**src/rtl/i2c_bg_pkg.sv**
```systemverilog
package i2c_bg_pkg;
  localparam int LINE_CNT = 2;
  localparam int LN_SCL   = 0;
  localparam int LN_SDA   = 1;

  typedef struct packed {
    logic sda;
    logic scl;
  } bg_lines_t;

  typedef enum logic {
    BG_IDLE = 1'b0,
    BG_BUSY = 1'b1
  } bg_state_e;
endpackage

```
**src/rtl/bg_sync.sv**
```systemverilog
module bg_sync #(
  parameter int STAGES = 2,
  parameter int WIDTH  = 2
) (
  input  logic             clk,
  input  logic             rst_n,
  input  logic             en,
  input  logic [WIDTH-1:0] d,
  output logic [WIDTH-1:0] q
);
  localparam int TOP = STAGES - 1;

  for (genvar i = 0; i < WIDTH; i++) begin : g_bit
    logic [STAGES-1:0] chain;
    always_ff @(posedge clk or negedge rst_n) begin
      if (!rst_n)   chain <= '1;
      else if (!en) chain <= '1;
      else          chain <= {chain[STAGES-2:0], d[i]};
    end
    assign q[i] = chain[TOP];
  end
endmodule

```
**src/rtl/bg_cond_detect.sv**
```systemverilog
module bg_cond_detect
  import i2c_bg_pkg::*;
(
  input  logic      clk,
  input  logic      rst_n,
  input  logic      en,
  input  bg_lines_t lines,
  output logic      start_det,
  output logic      stop_det
);
  bg_lines_t prev_q;

  always_ff @(posedge clk or negedge rst_n) begin
    if (!rst_n)   prev_q <= '{sda: 1'b1, scl: 1'b1};
    else if (!en) prev_q <= '{sda: 1'b1, scl: 1'b1};
    else          prev_q <= lines;
  end

  logic scl_steady_hi;
  assign scl_steady_hi = lines.scl & prev_q.scl;
  assign start_det = en & scl_steady_hi &  prev_q.sda & ~lines.sda;
  assign stop_det  = en & scl_steady_hi & ~prev_q.sda &  lines.sda;
endmodule

```
**src/rtl/bg_busy_track.sv**
```systemverilog
module bg_busy_track
  import i2c_bg_pkg::*;
(
  input  logic clk,
  input  logic rst_n,
  input  logic en,
  input  logic start_det,
  input  logic stop_det,
  output logic busy
);
  bg_state_e state_q, state_d;

  always_comb begin
    state_d = state_q;
    unique case (state_q)
      BG_IDLE: if (start_det) state_d = BG_BUSY;
      BG_BUSY: if (stop_det)  state_d = BG_IDLE;
      default: state_d = BG_IDLE;
    endcase
    if (!en) state_d = BG_IDLE;
  end

  always_ff @(posedge clk or negedge rst_n) begin
    if (!rst_n) state_q <= BG_IDLE;
    else        state_q <= state_d;
  end

  assign busy = (state_q == BG_BUSY);


  start_set_chk: assert property (@(posedge clk) disable iff (!rst_n)
    (en && start_det) |=> busy);

  busy_hold_chk: assert property (@(posedge clk) disable iff (!rst_n)
    (en && busy && !stop_det) |=> busy);

  dis_clear_chk: assert property (@(posedge clk) disable iff (!rst_n)
    (!en) |=> !busy);
endmodule

```
**src/rtl/bg_drive_gate.sv**
```systemverilog
module bg_drive_gate (
  input  logic clk,
  input  logic rst_n,
  input  logic en,
  input  logic arb_lost,
  input  logic busy,
  input  logic sda_req,
  input  logic scl_req,
  output logic sda_oe,
  output logic scl_oe
);
  logic lockout_q;
  logic any_req;

  assign any_req = sda_req | scl_req;

  always_ff @(posedge clk or negedge rst_n) begin
    if (!rst_n)                   lockout_q <= 1'b0;
    else if (!en)                 lockout_q <= 1'b0;
    else if (arb_lost)            lockout_q <= 1'b1;
    else if (any_req && !busy)    lockout_q <= 1'b0;
  end

  logic pass;
  assign pass   = en & ~arb_lost & ~lockout_q;
  assign sda_oe = pass & sda_req;
  assign scl_oe = pass & scl_req;


  arb_release_chk: assert property (@(posedge clk) disable iff (!rst_n)
    (en && arb_lost) |=> (!sda_oe && !scl_oe));

  busy_locked_chk: assert property (@(posedge clk) disable iff (!rst_n)
    (lockout_q && busy && en && !arb_lost) |=> (!sda_oe && !scl_oe) || !busy);

  dis_release_chk: assert property (@(posedge clk) disable iff (!rst_n)
    (!en) |-> (!sda_oe && !scl_oe));
endmodule

```
**src/rtl/i2c_busy_guard.sv**
```systemverilog
module i2c_busy_guard
  import i2c_bg_pkg::*;
#(
  parameter int SYNC_STAGES = 2
) (
  input  logic clk,
  input  logic rst_n,
  input  logic mod_en,
  input  logic sda_in,
  input  logic scl_in,
  input  logic arb_lost,
  input  logic sda_pull_req,
  input  logic scl_pull_req,
  output logic bus_busy,
  output logic sda_pull_oe,
  output logic scl_pull_oe
);
  logic [LINE_CNT-1:0] raw_lines, syn_lines;
  bg_lines_t           lines;
  logic                start_det, stop_det;

  assign raw_lines[LN_SDA] = sda_in;
  assign raw_lines[LN_SCL] = scl_in;

  bg_sync #(.STAGES(SYNC_STAGES), .WIDTH(LINE_CNT)) sync_i (
    .clk(clk), .rst_n(rst_n), .en(mod_en), .d(raw_lines), .q(syn_lines)
  );

  assign lines.sda = syn_lines[LN_SDA];
  assign lines.scl = syn_lines[LN_SCL];

  bg_cond_detect detect_i (
    .clk(clk), .rst_n(rst_n), .en(mod_en), .lines(lines),
    .start_det(start_det), .stop_det(stop_det)
  );

  bg_busy_track track_i (
    .clk(clk), .rst_n(rst_n), .en(mod_en),
    .start_det(start_det), .stop_det(stop_det), .busy(bus_busy)
  );

  bg_drive_gate gate_i (
    .clk(clk), .rst_n(rst_n), .en(mod_en), .arb_lost(arb_lost),
    .busy(bus_busy), .sda_req(sda_pull_req), .scl_req(scl_pull_req),
    .sda_oe(sda_pull_oe), .scl_oe(scl_pull_oe)
  );
endmodule

```
**config.mk**
```make
export PLATFORM = sky130hd
export DESIGN_NAME = i2c_busy_guard
export DESIGN_NICKNAME = d
export VERILOG_FILES = /design/src/rtl/i2c_bg_pkg.sv /design/src/rtl/bg_sync.sv /design/src/rtl/bg_cond_detect.sv /design/src/rtl/bg_busy_track.sv /design/src/rtl/bg_drive_gate.sv /design/src/rtl/i2c_busy_guard.sv
export SDC_FILE = /design/constraint.sdc
export NUM_CORES = 1
export LEC_CHECK = 0
export BUFFER_PORTS_ARGS = -buffer_cell sky130_fd_sc_hd__buf_2
export CORE_AREA = 5 5 42 44
export CTS_CLUSTER_SIZE = 30
export DETAILED_ROUTE_END_ITERATION = 10
export DIE_AREA = 0 0 47 49
export GPL_ROUTABILITY_DRIVEN = 0
export GPL_TIMING_DRIVEN = 0
export PLACE_DENSITY_LB_ADDON = 0.12
export SETUP_SLACK_MARGIN = 0.02
export SYNTH_ARGS = -nofsm -noshare
export SYNTH_HDL_FRONTEND = slang
export SYNTH_SLANG_ARGS = --single-unit
```
**constraint.sdc**
```tcl
create_clock -name clk -period 2.05 [get_ports clk]
set_input_delay 0 -clock clk [delete_from_list [all_inputs] [get_ports clk]]
set_output_delay 0 -clock clk [all_outputs]
set_load 0.02 [all_outputs]
```
Word-level counts from Yosys, hierarchy flattened --
Cells that the tools add are included.
Operators by class: eq/ne operators 1, bitwise operators 16, multiplexer cells 10, reductions and logical operators 2
Operators with widths (number):
- bitwise AND 1 bit | 10
- 2-to-1 mux 1 bit | 6
- 2-to-1 mux 2 bit | 3
- NOT 1 bit | 5
- inequality test 3 x 1 -> 1 bit, second input constant | 1
- case mux 1 bit (2 select lines) | 1
- logical AND 1 bit | 1
- zero test 1 bit | 1
- bitwise OR 1 bit | 1
Word-level totals: bits of input ports 8, word-level logic and storage cells 35, bits in registers 8

Longest topological paths before layout --
Gate-level depths: netlist of the first run.
depth after elaboration 7, gate-level depth with buffers 3

By module --
Synthesis of the first run repeated with hierarchy kept, for this count alone.
Unflattened totals: cells, all modules 27, area, all modules 355.3 µm²
Modules (own cells, without submodules):
- bg_sync | times used 1, cells each 10, area an instance 145.1 µm²
- bg_cond_detect | times used 1, cells each 7, area an instance 101.3 µm²
- bg_drive_gate | times used 1, cells each 7, area an instance 70.1 µm²
- bg_busy_track | times used 1, cells each 3, area an instance 38.8 µm²

Worst setup path before layout of the first run --
No wires, ideal clock.
path type register to register, start reg detect_i.prev_q[0] (netlist bit), end reg track_i.state_q, in the netlist track_i.busy, period minus slack after synthesis 0.948 ns, cell stages (with the launch flop) 4, data arrival time 0.870 ns, data required time 1.972 ns, buffers on the path 0, slack 1.102 ns, cells stage by stage dfstp_2 a31oi_1 or2_1 a21boi_1
Between the ends: word-level cells in the longest chain between the ends 7
RTL lines:
- from (decl) | RTL line bg_cond_detect.sv:11 | bg_lines_t prev_q;
- from (signal assigned) | RTL line bg_cond_detect.sv:14 | if (!rst_n) prev_q <= '{sda: 1'b1, scl: 1'b1};
- from (signal assigned) | RTL line bg_cond_detect.sv:15 | else if (!en) prev_q <= '{sda: 1'b1, scl: 1'b1};
- from (signal assigned) | RTL line bg_cond_detect.sv:16 | else prev_q <= lines;
- bitwise AND 1 bit (*) | RTL line bg_cond_detect.sv:20 | assign scl_steady_hi = lines.scl & prev_q.scl;
- bitwise AND 1 bit (*) | RTL line bg_cond_detect.sv:21, bg_cond_detect.sv:22
- bitwise AND 1 bit (on tied branches) (2 in a row) | RTL line bg_cond_detect.sv:22, bg_cond_detect.sv:21
- 2-to-1 mux 1 bit (on tied branches) | RTL line bg_busy_track.sv:17, bg_busy_track.sv:16
- case mux 1 bit (2 select lines) (*) | RTL line bg_busy_track.sv:15 | unique case (state_q)
- 2-to-1 mux 1 bit (*) | RTL line bg_busy_track.sv:20 | if (!en) state_d = BG_IDLE;
- named net track_i.state_d | RTL line bg_busy_track.sv:11 | bg_state_e state_q, state_d;
- to (signal assigned) | RTL line bg_busy_track.sv:25 | else state_q <= state_d;
- to (decl) | RTL line bg_busy_track.sv:11
The timed path passes the listed nets; every way through them passes the cells marked *. A chain may end at the register's enable or synchronous reset.

Final worst setup path of the first run --
start reg gate_i.lockout_q, end out scl_pull_oe
Between the ends: word-level cells in the longest chain between the ends 3
RTL lines:
- from (decl) | RTL line bg_drive_gate.sv:12 | logic lockout_q;
- from (signal assigned) | RTL line bg_drive_gate.sv:18 | if (!rst_n) lockout_q <= 1'b0;
- from (signal assigned) | RTL line bg_drive_gate.sv:19 | else if (!en) lockout_q <= 1'b0;
- from (signal assigned) | RTL line bg_drive_gate.sv:20 | else if (arb_lost) lockout_q <= 1'b1;
- NOT 1 bit | RTL line bg_drive_gate.sv:25 | assign pass = en & ~arb_lost & ~lockout_q;
- bitwise AND 1 bit | RTL line bg_drive_gate.sv:25
- bitwise AND 1 bit | RTL line bg_drive_gate.sv:27 | assign scl_oe = pass & scl_req;
- to (decl) | RTL line i2c_busy_guard.sv:16 | output logic scl_pull_oe
Every way passes these cells.

==> reports/results.tsv, run 1 <==
stage	metric	value	unit
yosys	synth_cell_types	12	
global_routing	grt_usage	5.60	%
finish	num_antenna_cells	0	
drt	routedWlPerCell	10.3	um
yosys	synthFlopType	dfstp_2	
timing	setup_viol	0	
place	placedInstanceArea	388	um2
timing	rsz0062_at_grt	no	
global_routing	grt_first_pass_wirelength	855	um
timing	hold_ws	12.8	ps
drt	wirelength	578	um
finish	nets	50	
pwr	ir_drop	0.365	mV
drt	drt_first_pass_iters	1	
yosys	syn_nets	32	
drt	drtIter0Drc	0	
timing	hold_viol	0	
clock_tree	clk_pin_slew_worst_paths	50	ps
die	core_area	0.00140	mm2
clock_tree	clock-root-buffer	clkbuf_4	
clock_tree	cts_max_level	1	
worst_setup_path	cp.required	2050	ps
clock_tree	clock-sinks	8	
finish	drive_above_1_share	52.5	%
hold_path	hold_depth	2	
yosys	ys_seq_elements	8	
worst_setup_path	arrival	1060	ps
yosys	avgSynthCellArea	13.2	um2
yosys	netlist_instances	24	
yosys	yosys-top-cells-count	dfstp_2 (6), nand2b_1 (6), and4bb_2 (2), dfrtp_1 (2)	
die	die_w	47	um
timing	worst_pin_slew	180	ps
drt	drc	0	
die	pin_count	11	
timing	finClkSkew	1.15	ps
worst_setup_path	crit_type	register to output port	
drt	post_drt_via_cell_ratio	4.21	
yosys	yosys_warnings	0	
global_routing	antenna_found_initial	0	
yosys	synth_top_cell_by_area	dfstp_2	
worst_setup_path	cpPeakStageDelay	380	ps
die	die_y	49	um
die	die-area	0.00230	mm2
timing	drv_slew	0	
die	initial_core_util	22.7	%
hold_path	worstHoldPathType	input pin to register	
timing	timing.fmax	0.947	GHz
status	status	complete, no violations	
drt	ant_nets	0	
timing	tns	0	ps
worst_setup_path	path_cells	and4bb_2, buf_2	
worst_setup_path	crit_path_start_kind	register	
die	num_rows	14	
clock_tree	cts_made_buffers	3	
drt	vias	236	
worst_setup_path	reg2reg_depth	3	
clock_tree	clock_latency	240	ps
yosys	synthTopCellsByArea	dfstp_2 (50%), dfrtp_1 (16%), nand2b_1 (12%)	
yosys	yosysTopAreaCellShare	49.6	%
timing	fin_crit_sh	51.5	%
flow_run	drv_cap	0	
finish	syn_to_final_growth	38.6	%
timing	slew_headroom	88.0	%
worst_setup_path	end_kind	output port	
yosys	synth-seq-area-share	65.4	%
timing	layout_min_cycle_time	1060	ps
global_routing	grt_max_degree	11	
pwr	leakagePower	0.000197	uW
pwr	power_density	723	mW/mm2
global_routing	grt_pass1_vias	209	
global_routing	gr-total-overflow	0	
place	io_buffers	10	
worst_setup_path	critical_path.max_fanout	3	
yosys	async_flop_share	100	%
yosys	synthesis.area	318	um2
yosys	synth-edff-count	0	
clock_tree	cts_setup_buffers	0	
finish	nFillCells	151	
finish	final_cell_area	440	um2
worst_setup_path	crit_slowest_cell	dfrtp_1	
clock_tree	cts_buffer_depth	2	
clock_tree	cts_tree	yes	
## path summary, 6_finish.rpt
check | slack [ps] | startpoint | endpoint
worst min-delay path | 10 | mod_en | sync_i.g_bit[1].chain[0]
max in group asynchronous | 1700 | rst_n | sync_i.g_bit[0].chain[1]
min in group asynchronous | 120 | rst_n | gate_i.lockout_q
worst max-delay path | 990 | gate_i.lockout_q | scl_pull_oe
worst max register to register | 1050 | detect_i.prev_q[1] | track_i.busy
worst min register to register | 480 | sync_i.g_bit[0].chain[0] | sync_i.g_bit[0].chain[1]
## critical path: cells and delay by family, from the launching register on
family                 cells  cell delay, ps
AND/OR/NAND/NOR            1             280
flip-flops                 1             380
buffers and inverters      1             160
## layer usage
metal	track usage, %	wire, um
met1	6.97	258
met2	6.11	257
met3	3.32	57
met4	5.53	5
met5	0	0
## kinds of logic (layout without fill, tap and decap cells)
kind of cell           Yosys count  count (layout)  share of synthesized area, %
AO/OA/AOI/OAI                    5               5                          9.84
buffers and inverters            0              16                             0
flip-flops                       8               8                          65.4
AND/OR/NAND/NOR                 11              11                          24.8
## layout by cell type (no fill, tap or decap)
master	n
a21boi_1	1
a21oi_1	1
a31oi_1	1
and4bb_2	2
buf_2	10
clkbuf_4	3
dfrtp_1	2
dfstp_2	6
dlygate4sd3_1	3
nand2_1	1
nand2b_1	6
nor2b_1	1
o21ai_0	1
o21bai_1	1
or2_1	1
## state kept, by name, summed over array words and instances (netlist names)
register            flops
gate_i.lockout_q        1
detect_i.prev_q         2
track_i.busy            1
sync_i.g_bit.chain      4
## area by class of cell
class	instances	area [um2]	area share (%)
Multi-Input combinational cell	16	110	25.0
Clock buffer	3	22.5	5.11
Tap cell	16	20.0	4.55
Sequential cell	8	208	47.2
Timing Repair Buffer	13	80.1	18.2
## report_power, final
part	leakage (uW)	total (uW)	internal [uW]	switching, uW
clock network	0.0000138	113	66.5	46.5
registers	0.0000896	172	169	3.16
logic	0.0000936	33.6	18.1	15.5
## through the flow
step	power (uW)	worst slack (ps)	util, %	instances
2_1_floorplan	187	1100	-	24
3_3_place_gp	203	1080	27.7	50
3_5_place_dp	204	1050	27.7	50
4_1_cts	327	972	31.4	56
5_1_grt	338	955	31.4	56
6_report	318	994	31.4	56
## timing repair
| item | CTS | global route |
|---|---|---|
| hold endpoints to repair | 10 | 0 |
| resized for setup | 0 | 0 |
| hold buffers | 3 | 0 |
No activity file was read; power rests on OpenSTA's default activity.
==> run 2, diff against run 1 <==
Settings changed: ABC_AREA from default to 1.
Clock period 2.05 ns to 1 ns, I/O delays scaled along.
==> reports/results.tsv, run 2 <==
stage	metric	value	unit	change
status	status	complete, no violations		unchanged
global_routing	grt_pass1_vias	287		was 209
yosys	yosys_warnings	0		unchanged
finish	syn_to_final_growth	46.2	%	was 38.6%
hold_path	worstHoldPathType	input pin to register		unchanged
finish	drive_above_1_share	48.3	%	was 52.5%
finish	final-instance-count-excl-fill	74		was 56
yosys	yosys-top-cells-count	nand2_1 (10), inv_1 (7), dfstp_2 (6), or2_2 (5)		was dfstp_2 (6), nand2b_1 (6), and4bb_2 (2), dfrtp_1 (2)
yosys	netlist_instances	38		was 24
place	io_buffers	10		unchanged
pwr	leakagePower	0.000266	uW	was 0.000197 uW
yosys	async_flop_share	100	%	unchanged
place	dpl.hpwl	484	um	
pwr	power_density	1390	mW/mm2	was 723 mW/mm2
timing	finClkSkew	6.86	ps	was 1.15 ps
timing	fin_crit_sh	97.0	%	
finish	largest_register	sync_i.g_bit.chain		unchanged
worst_setup_path	r2r-start	sync_i.g_bit[1].chain[1]		was detect_i.prev_q[1]
yosys	synth.most_common_cell	nand2_1		
die	core_area	0.00140	mm2	unchanged
worst_setup_path	cp.required	1000	ps	was 2050 ps
worst_setup_path	cp_num_buf_inv	2		was 1
clock_tree	clock-root-buffer	clkbuf_4		unchanged
pwr	finalPower	701	uW	was 318 uW
global_routing	grt_max_degree	9		was 11
worst_setup_path	reg2reg_depth	5		was 3
hold_path	hp-start	arb_lost		was mod_en
drt	post_drt_via_cell_ratio	3.92		was 4.21
global_routing	grt_first_pass_wirelength	1.15	mm	was 855 um
timing	slew_headroom	87.8	%	was 88.0%
worst_setup_path	crit_slowest_cell	dfrtp_1		unchanged
clock_tree	cts_max_level	1		unchanged
clock_tree	cts_made_buffers	3		unchanged
clock_tree	clk_pin_slew_worst_paths	60	ps	was 50 ps
finish	num_antenna_cells	0		unchanged
yosys	synth-seq-area-share	60.4	%	was 65.4%
finish	nets	67		was 50
yosys	synthesis.area	344	um2	was 318 um2
die	die_y	49	um	unchanged
die	die_w	47	um	unchanged
yosys	synth_top_cell_by_area	dfstp_2		unchanged
yosys	synthTopCellsByArea	dfstp_2 (46%), dfrtp_1 (15%), nand2_1 (11%)		was dfstp_2 (50%), dfrtp_1 (16%), nand2b_1 (12%)
finish	largest_register_ffs	4		unchanged
drt	vias	290		was 236
yosys	yosysTopAreaCellShare	45.8	%	was 49.6%
worst_setup_path	end_kind	output port		unchanged
die	initial_core_util	24.6	%	was 22.7%
timing	hold_viol	0		unchanged
timing	worst_pin_slew	183	ps	was 180 ps
worst_setup_path	r2r_slack	90	ps	was 1050 ps
worst_setup_path	arrival	970	ps	was 1060 ps
die	num_rows	14		unchanged
worst_setup_path	cpLargestDelayFamily	flip-flops		unchanged
clock_tree	cts_buffer_depth	2		unchanged
yosys	synth_cell_types	10		was 12
die	die-area	0.00230	mm2	unchanged
worst_setup_path	rr_endpoint	track_i.busy		unchanged
timing	drv_slew	0		unchanged
worst_setup_path	path_cells	inv_1, nand2_1, nor2_1, buf_4		was and4bb_2, buf_2
finish	final_cell_mix	nand2_1 (10), buf_2 (8), inv_1 (7), dfstp_2 (6)		was buf_2 (10), nand2b_1 (6), dfstp_2 (6), clkbuf_4 (3), dlygate4sd3_1 (3)
finish	nFillCells	158		was 151
global_routing	gr-total-overflow	0		unchanged
yosys	syn_nets	46		was 32
drt	drtIter0Drc	0		unchanged
hold_path	hold_depth	4		was 2
yosys	synthFlopType	dfstp_2		unchanged
timing	setup_viol	0		unchanged
clock_tree	clock_latency	250	ps	was 240 ps
finish	top_regs	sync_i.g_bit.chain x4, detect_i.prev_q x2		unchanged
timing	timing.fmax	1.03	GHz	
clock_tree	cts_tree	yes		unchanged
worst_setup_path	crit_type	register to output port		unchanged
die	pin_count	11		unchanged
timing	layout_min_cycle_time	970	ps	
worst_setup_path	cpPeakStageDelay	370	ps	was 380 ps
yosys	synth-edff-count	0		unchanged
global_routing	antenna_found_initial	0		unchanged
finish	regArea	208	um2	unchanged
drt	drc	0		unchanged
finish	layout_commonest_cell	nand2_1		was buf_2
drt	wirelength	666	um	was 578 um
flow_run	drv_cap	0		unchanged
clock_tree	clock-sinks	8		unchanged
place	dp.cells	64		was 50
worst_setup_path	critical_path.max_fanout	2		was 3
drt	ant_nets	0		unchanged
pwr	ir_drop	0.434	mV	was 0.365 mV
worst_setup_path	crit_path_start_kind	register		unchanged
yosys	avgSynthCellArea	9.05	um2	was 13.2 um2
timing	rsz0062_at_grt	yes		was no
yosys	ys_seq_elements	8		unchanged
finish	multi_input_area	106	um2	was 110 um2
drt	drt_first_pass_iters	1		unchanged
hold_path	whs_endpoint	gate_i.lockout_q		was sync_i.g_bit[1].chain[0]
global_routing	grt_usage	7.09	%	was 5.60%
drt	routedWlPerCell	9.00	um	was 10.3 um
-- run 2: cell count changes after synthesis, sizes merged, moves of 2 or more --
| cell | previous run | this run |
|---|---|---|
| nand3 | 0 | 2 |
| or2 | 1 | 5 |
| nand2 | 1 | 10 |
| and4bb | 2 | 0 |
| nand2b | 6 | 0 |
| inv | 0 | 8 |
| nor2 | 0 | 4 |
-- run 2: through the flow --
| stage | area, um2 | worst slack, ps | TNS (ps) | hold WS (ps) | util, % |
|---|---|---|---|---|---|
| 2_1_floorplan | 344 | 143 | 0 | -296 | - |
| 3_3_place_gp | 414 | 95.8 | 0 | -147 | 29.6 |
| 3_5_place_dp | 414 | 96.1 | 0 | -144 | 29.6 |
| 4_1_cts | 495 | 9.81 | 0 | 36.2 | 35.4 |
| 5_1_grt | 503 | -35.8 | -69.5 | 92.0 | 35.9 |
| 6_report | 503 | 29.8 | 0 | 40.3 | 35.9 |
-- run 2: power by group --
group	switching, uW	internal, uW	total [uW]	leakage [uW]
logic	41.5	45.9	87.4	0.000161
registers	6.12	345	351	0.0000897
clock network	110	153	262	0.0000150
total	157	544	701	0.000266
-- run 2: how the worst max path moves through the flow --
| stage | startpoint | end | slack [ps] | depth (start not counted) |
|---|---|---|---|---|
| 2_1_floorplan | sync_i.g_bit[1].chain[1] | track_i.busy | 140 | 5 |
| 3_3_place_gp | sync_i.g_bit[1].chain[1] | track_i.busy | 100 | 5 |
| 3_5_place_dp | sync_i.g_bit[1].chain[1] | track_i.busy | 100 | 5 |
| 4_1_cts | gate_i.lockout_q | sda_pull_oe | 10 | 4 |
| 5_1_grt | gate_i.lockout_q | sda_pull_oe | -40 | 4 |
| 6_report | gate_i.lockout_q | sda_pull_oe | 30 | 4 |
-- run 2: cell type report --
cell class                      instances  area share (%)
Sequential cell                         8            41.3
Timing Repair Buffer                   16            22.4
Multi-Input combinational cell         22            21.1
Inverter                                8            5.97
Clock buffer                            4            5.22
Tap cell                               16            3.98
-- run 2: what timing repair did --
item,4_1_cts,5_1_grt
endpoints found under the setup margin,2,2
endpoints found under the hold margin,11,0
setup buffers,0,1
gates resized for setup,2,0
hold buffers,5,0
-- run 2: worst min-delay path: cells and delay by family --
family	cells	cell delay, ps
AND/OR/NAND/NOR	3	160
buffers and inverters	1	90
-- run 2: kinds of logic after synthesis --
logic type / after synthesis / share of synthesized area (%)
simple gates: 21 / 28.7
compound gates: 1 / 2.18
flops: 8 / 60.4
buf+inv: 8 / 8.73
-- run 2: routing by layer --
metal	up-vias	global-route usage [%]	share of wire [%]
met1	129	8.97	46
li1	149	-	-
met2	10	9.50	44
met5	-	0	0
met3	2	2.21	8.9
met4	0	5.53	0.60
==> run 3, diff against run 2 <==
Settings changed: BUFFER_PORTS_ARGS -buffer_cell sky130_fd_sc_hd__buf_2 to default, DONT_BUFFER_PORTS from default to 1, PLACE_DENSITY_LB_ADDON 0.12 to 0.25, RECOVER_POWER from default to 50.
==> reports/results.tsv, run 3 (same netlist as run 2, synthesis figures left out) <==
stage	metric	value	unit	change
status	status	complete, no violations		unchanged
pwr	finalPower	693	uW	was 701 uW
finish	drive_above_1_share	39.2	%	was 48.3%
finish	final_cell_area	498	um2	was 503 um2
clock_tree	cts_max_level	1		unchanged
global_routing	grt_usage	6.67	%	was 7.09%
clock_tree	clock_latency	250	ps	about the same
pwr	ir_drop	0.676	mV	was 0.434 mV
die	core_area	0.00140	mm2	unchanged
worst_setup_path	crit_path_start_kind	register		unchanged
flow_run	drv_cap	0		unchanged
timing	worst_pin_slew	351	ps	was 183 ps
drt	drt_first_pass_iters	1		unchanged
timing	rsz0062_at_grt	yes		unchanged
timing	timing.fmax	1.05	GHz	was 1.03 GHz
finish	syn_to_final_growth	44.7	%	was 46.2%
worst_setup_path	arrival	950	ps	was 970 ps
clock_tree	clock-root-buffer	clkbuf_4		unchanged
place	dp_slack	95.6	ps	was 96.1 ps
clock_tree	cts_tree	yes		unchanged
timing	hold_viol	0		unchanged
timing	setup_viol	0		unchanged
timing	drv_slew	0		unchanged
finish	final_cell_mix	nand2_1 (9), dlygate4sd3_1 (9), inv_1 (7), dfstp_2 (6), or2_2 (5)		was nand2_1 (10), buf_2 (8), inv_1 (7), dfstp_2 (6)
drt	drc	0		unchanged
die	die_y	49	um	unchanged
pwr	power_density	1390	mW/mm2	about the same
timing	finClkSkew	10.2	ps	was 6.86 ps
die	initial_core_util	24.6	%	unchanged
hold_path	worstHoldPathType	input pin to asynchronous set/reset pin		was input pin to register
worst_setup_path	end_kind	output port		unchanged
finish	nFillCells	152		was 158
worst_setup_path	cp.required	1000	ps	about the same
die	num_rows	14		unchanged
clock_tree	cts_made_buffers	3		unchanged
clock_tree	clock-sinks	8		unchanged
pwr	leakagePower	0.000233	uW	was 0.000266 uW
die	die_w	47	um	unchanged
drt	post_drt_via_cell_ratio	3.97		was 3.92
die	pin_count	11		unchanged
worst_setup_path	critical_path.max_fanout	2		unchanged
timing	fin_ws	47.7	ps	was 29.8 ps
global_routing	antenna_found_initial	0		unchanged
finish	largest_register_ffs	4		unchanged
timing	tns	0	ps	unchanged
drt	wirelength	626	um	was 666 um
finish	top_regs	sync_i.g_bit.chain x4, detect_i.prev_q x2		unchanged
finish	final-instance-count-excl-fill	67		was 74
timing	slew_headroom	76.5	%	was 87.8%
clock_tree	cts_buffer_depth	2		unchanged
finish	nets	60		was 67
place	dpl.hpwl	419	um	was 484 um
finish	num_antenna_cells	0		unchanged
clock_tree	clk_pin_slew_worst_paths	60	ps	about the same
finish	largest_register	sync_i.g_bit.chain		unchanged
drt	vias	266		was 290
drt	ant_nets	0		unchanged
drt	drtIter0Drc	0		unchanged
place	dp.cells	54		was 64
place	placedInstanceArea	364	um2	was 414 um2
drt	routedWlPerCell	9.34	um	was 9.00 um
global_routing	grt_pass1_vias	252		was 287
clock_tree	cts_setup_buffers	0		unchanged
global_routing	grt_first_pass_wirelength	1.01	mm	was 1.15 mm
global_routing	grt_max_degree	9		unchanged
timing	fin_crit_sh	95.2	%	was 97.0%
timing	layout_min_cycle_time	952	ps	was 970 ps
place	io_buffers	0		was 10
worst_setup_path	crit_type	register to output port		unchanged
global_routing	gr-total-overflow	0		unchanged
die	die-area	0.00230	mm2	unchanged
## run 3: critical path, cell delays in order, from the launching register on
cell,delay [ps]
dfrtp_1,380
inv_1,60
nand2_2,80
nor2_4,180
## run 3: layout make-up
cell class / count / area, um2 / share of cell area (%)
clock buffers: 4 / 26.3 / 5.28
flip-flops and latches: 8 / 208 / 41.7
inverters: 8 / 30.0 / 6.03
repair buffers: 9 / 90.1 / 18.1
multi-input cells: 22 / 124 / 24.9
well taps: 16 / 20.0 / 4.02
## run 3: per-stage QoR
step,hold slack (ps),utilization (%)
global placement,-295,26.0
detailed placement,-295,26.0
finish,86.1,35.5
floorplan,-296,-
CTS,-78.0,33.2
global route,104,35.5
## run 3: final timing paths
kind                             startpoint                        to  slack [ps]  cells past startpoint
hold / removal                        rst_n          gate_i.lockout_q          90                      1
max in group asynchronous             rst_n  sync_i.g_bit[0].chain[0]         600                      1
hold reg to reg            gate_i.lockout_q          gate_i.lockout_q         510                      2
setup reg to reg               track_i.busy          gate_i.lockout_q          90                      3
setup / recovery           gate_i.lockout_q               scl_pull_oe          50                      3
min in group clk               sda_pull_req               sda_pull_oe         130                      2
## run 3: power by group
group          switching [uW]  leakage (uW)  internal, uW
clock network             107     0.0000150           152
logic                    36.9      0.000129          42.1
registers                9.58     0.0000897           345
## run 3: layer usage
layer | GRT usage, % | share of wire (%)
met4 | 5.53 | 1.6
met1 | 7.21 | 37
met5 | 0 | 0
met2 | 8.60 | 53
met3 | 4.43 | 8.6
## run 3: what timing repair did
| action | in CTS | in global routing |
|---|---|---|
| hold endpoints to repair | 16 | 7 |
| endpoints found under the setup margin | 2 | 2 |
| pin swaps | 0 | 3 |
| resized for setup | 2 | 3 |
| hold buffers | 7 | 2 |
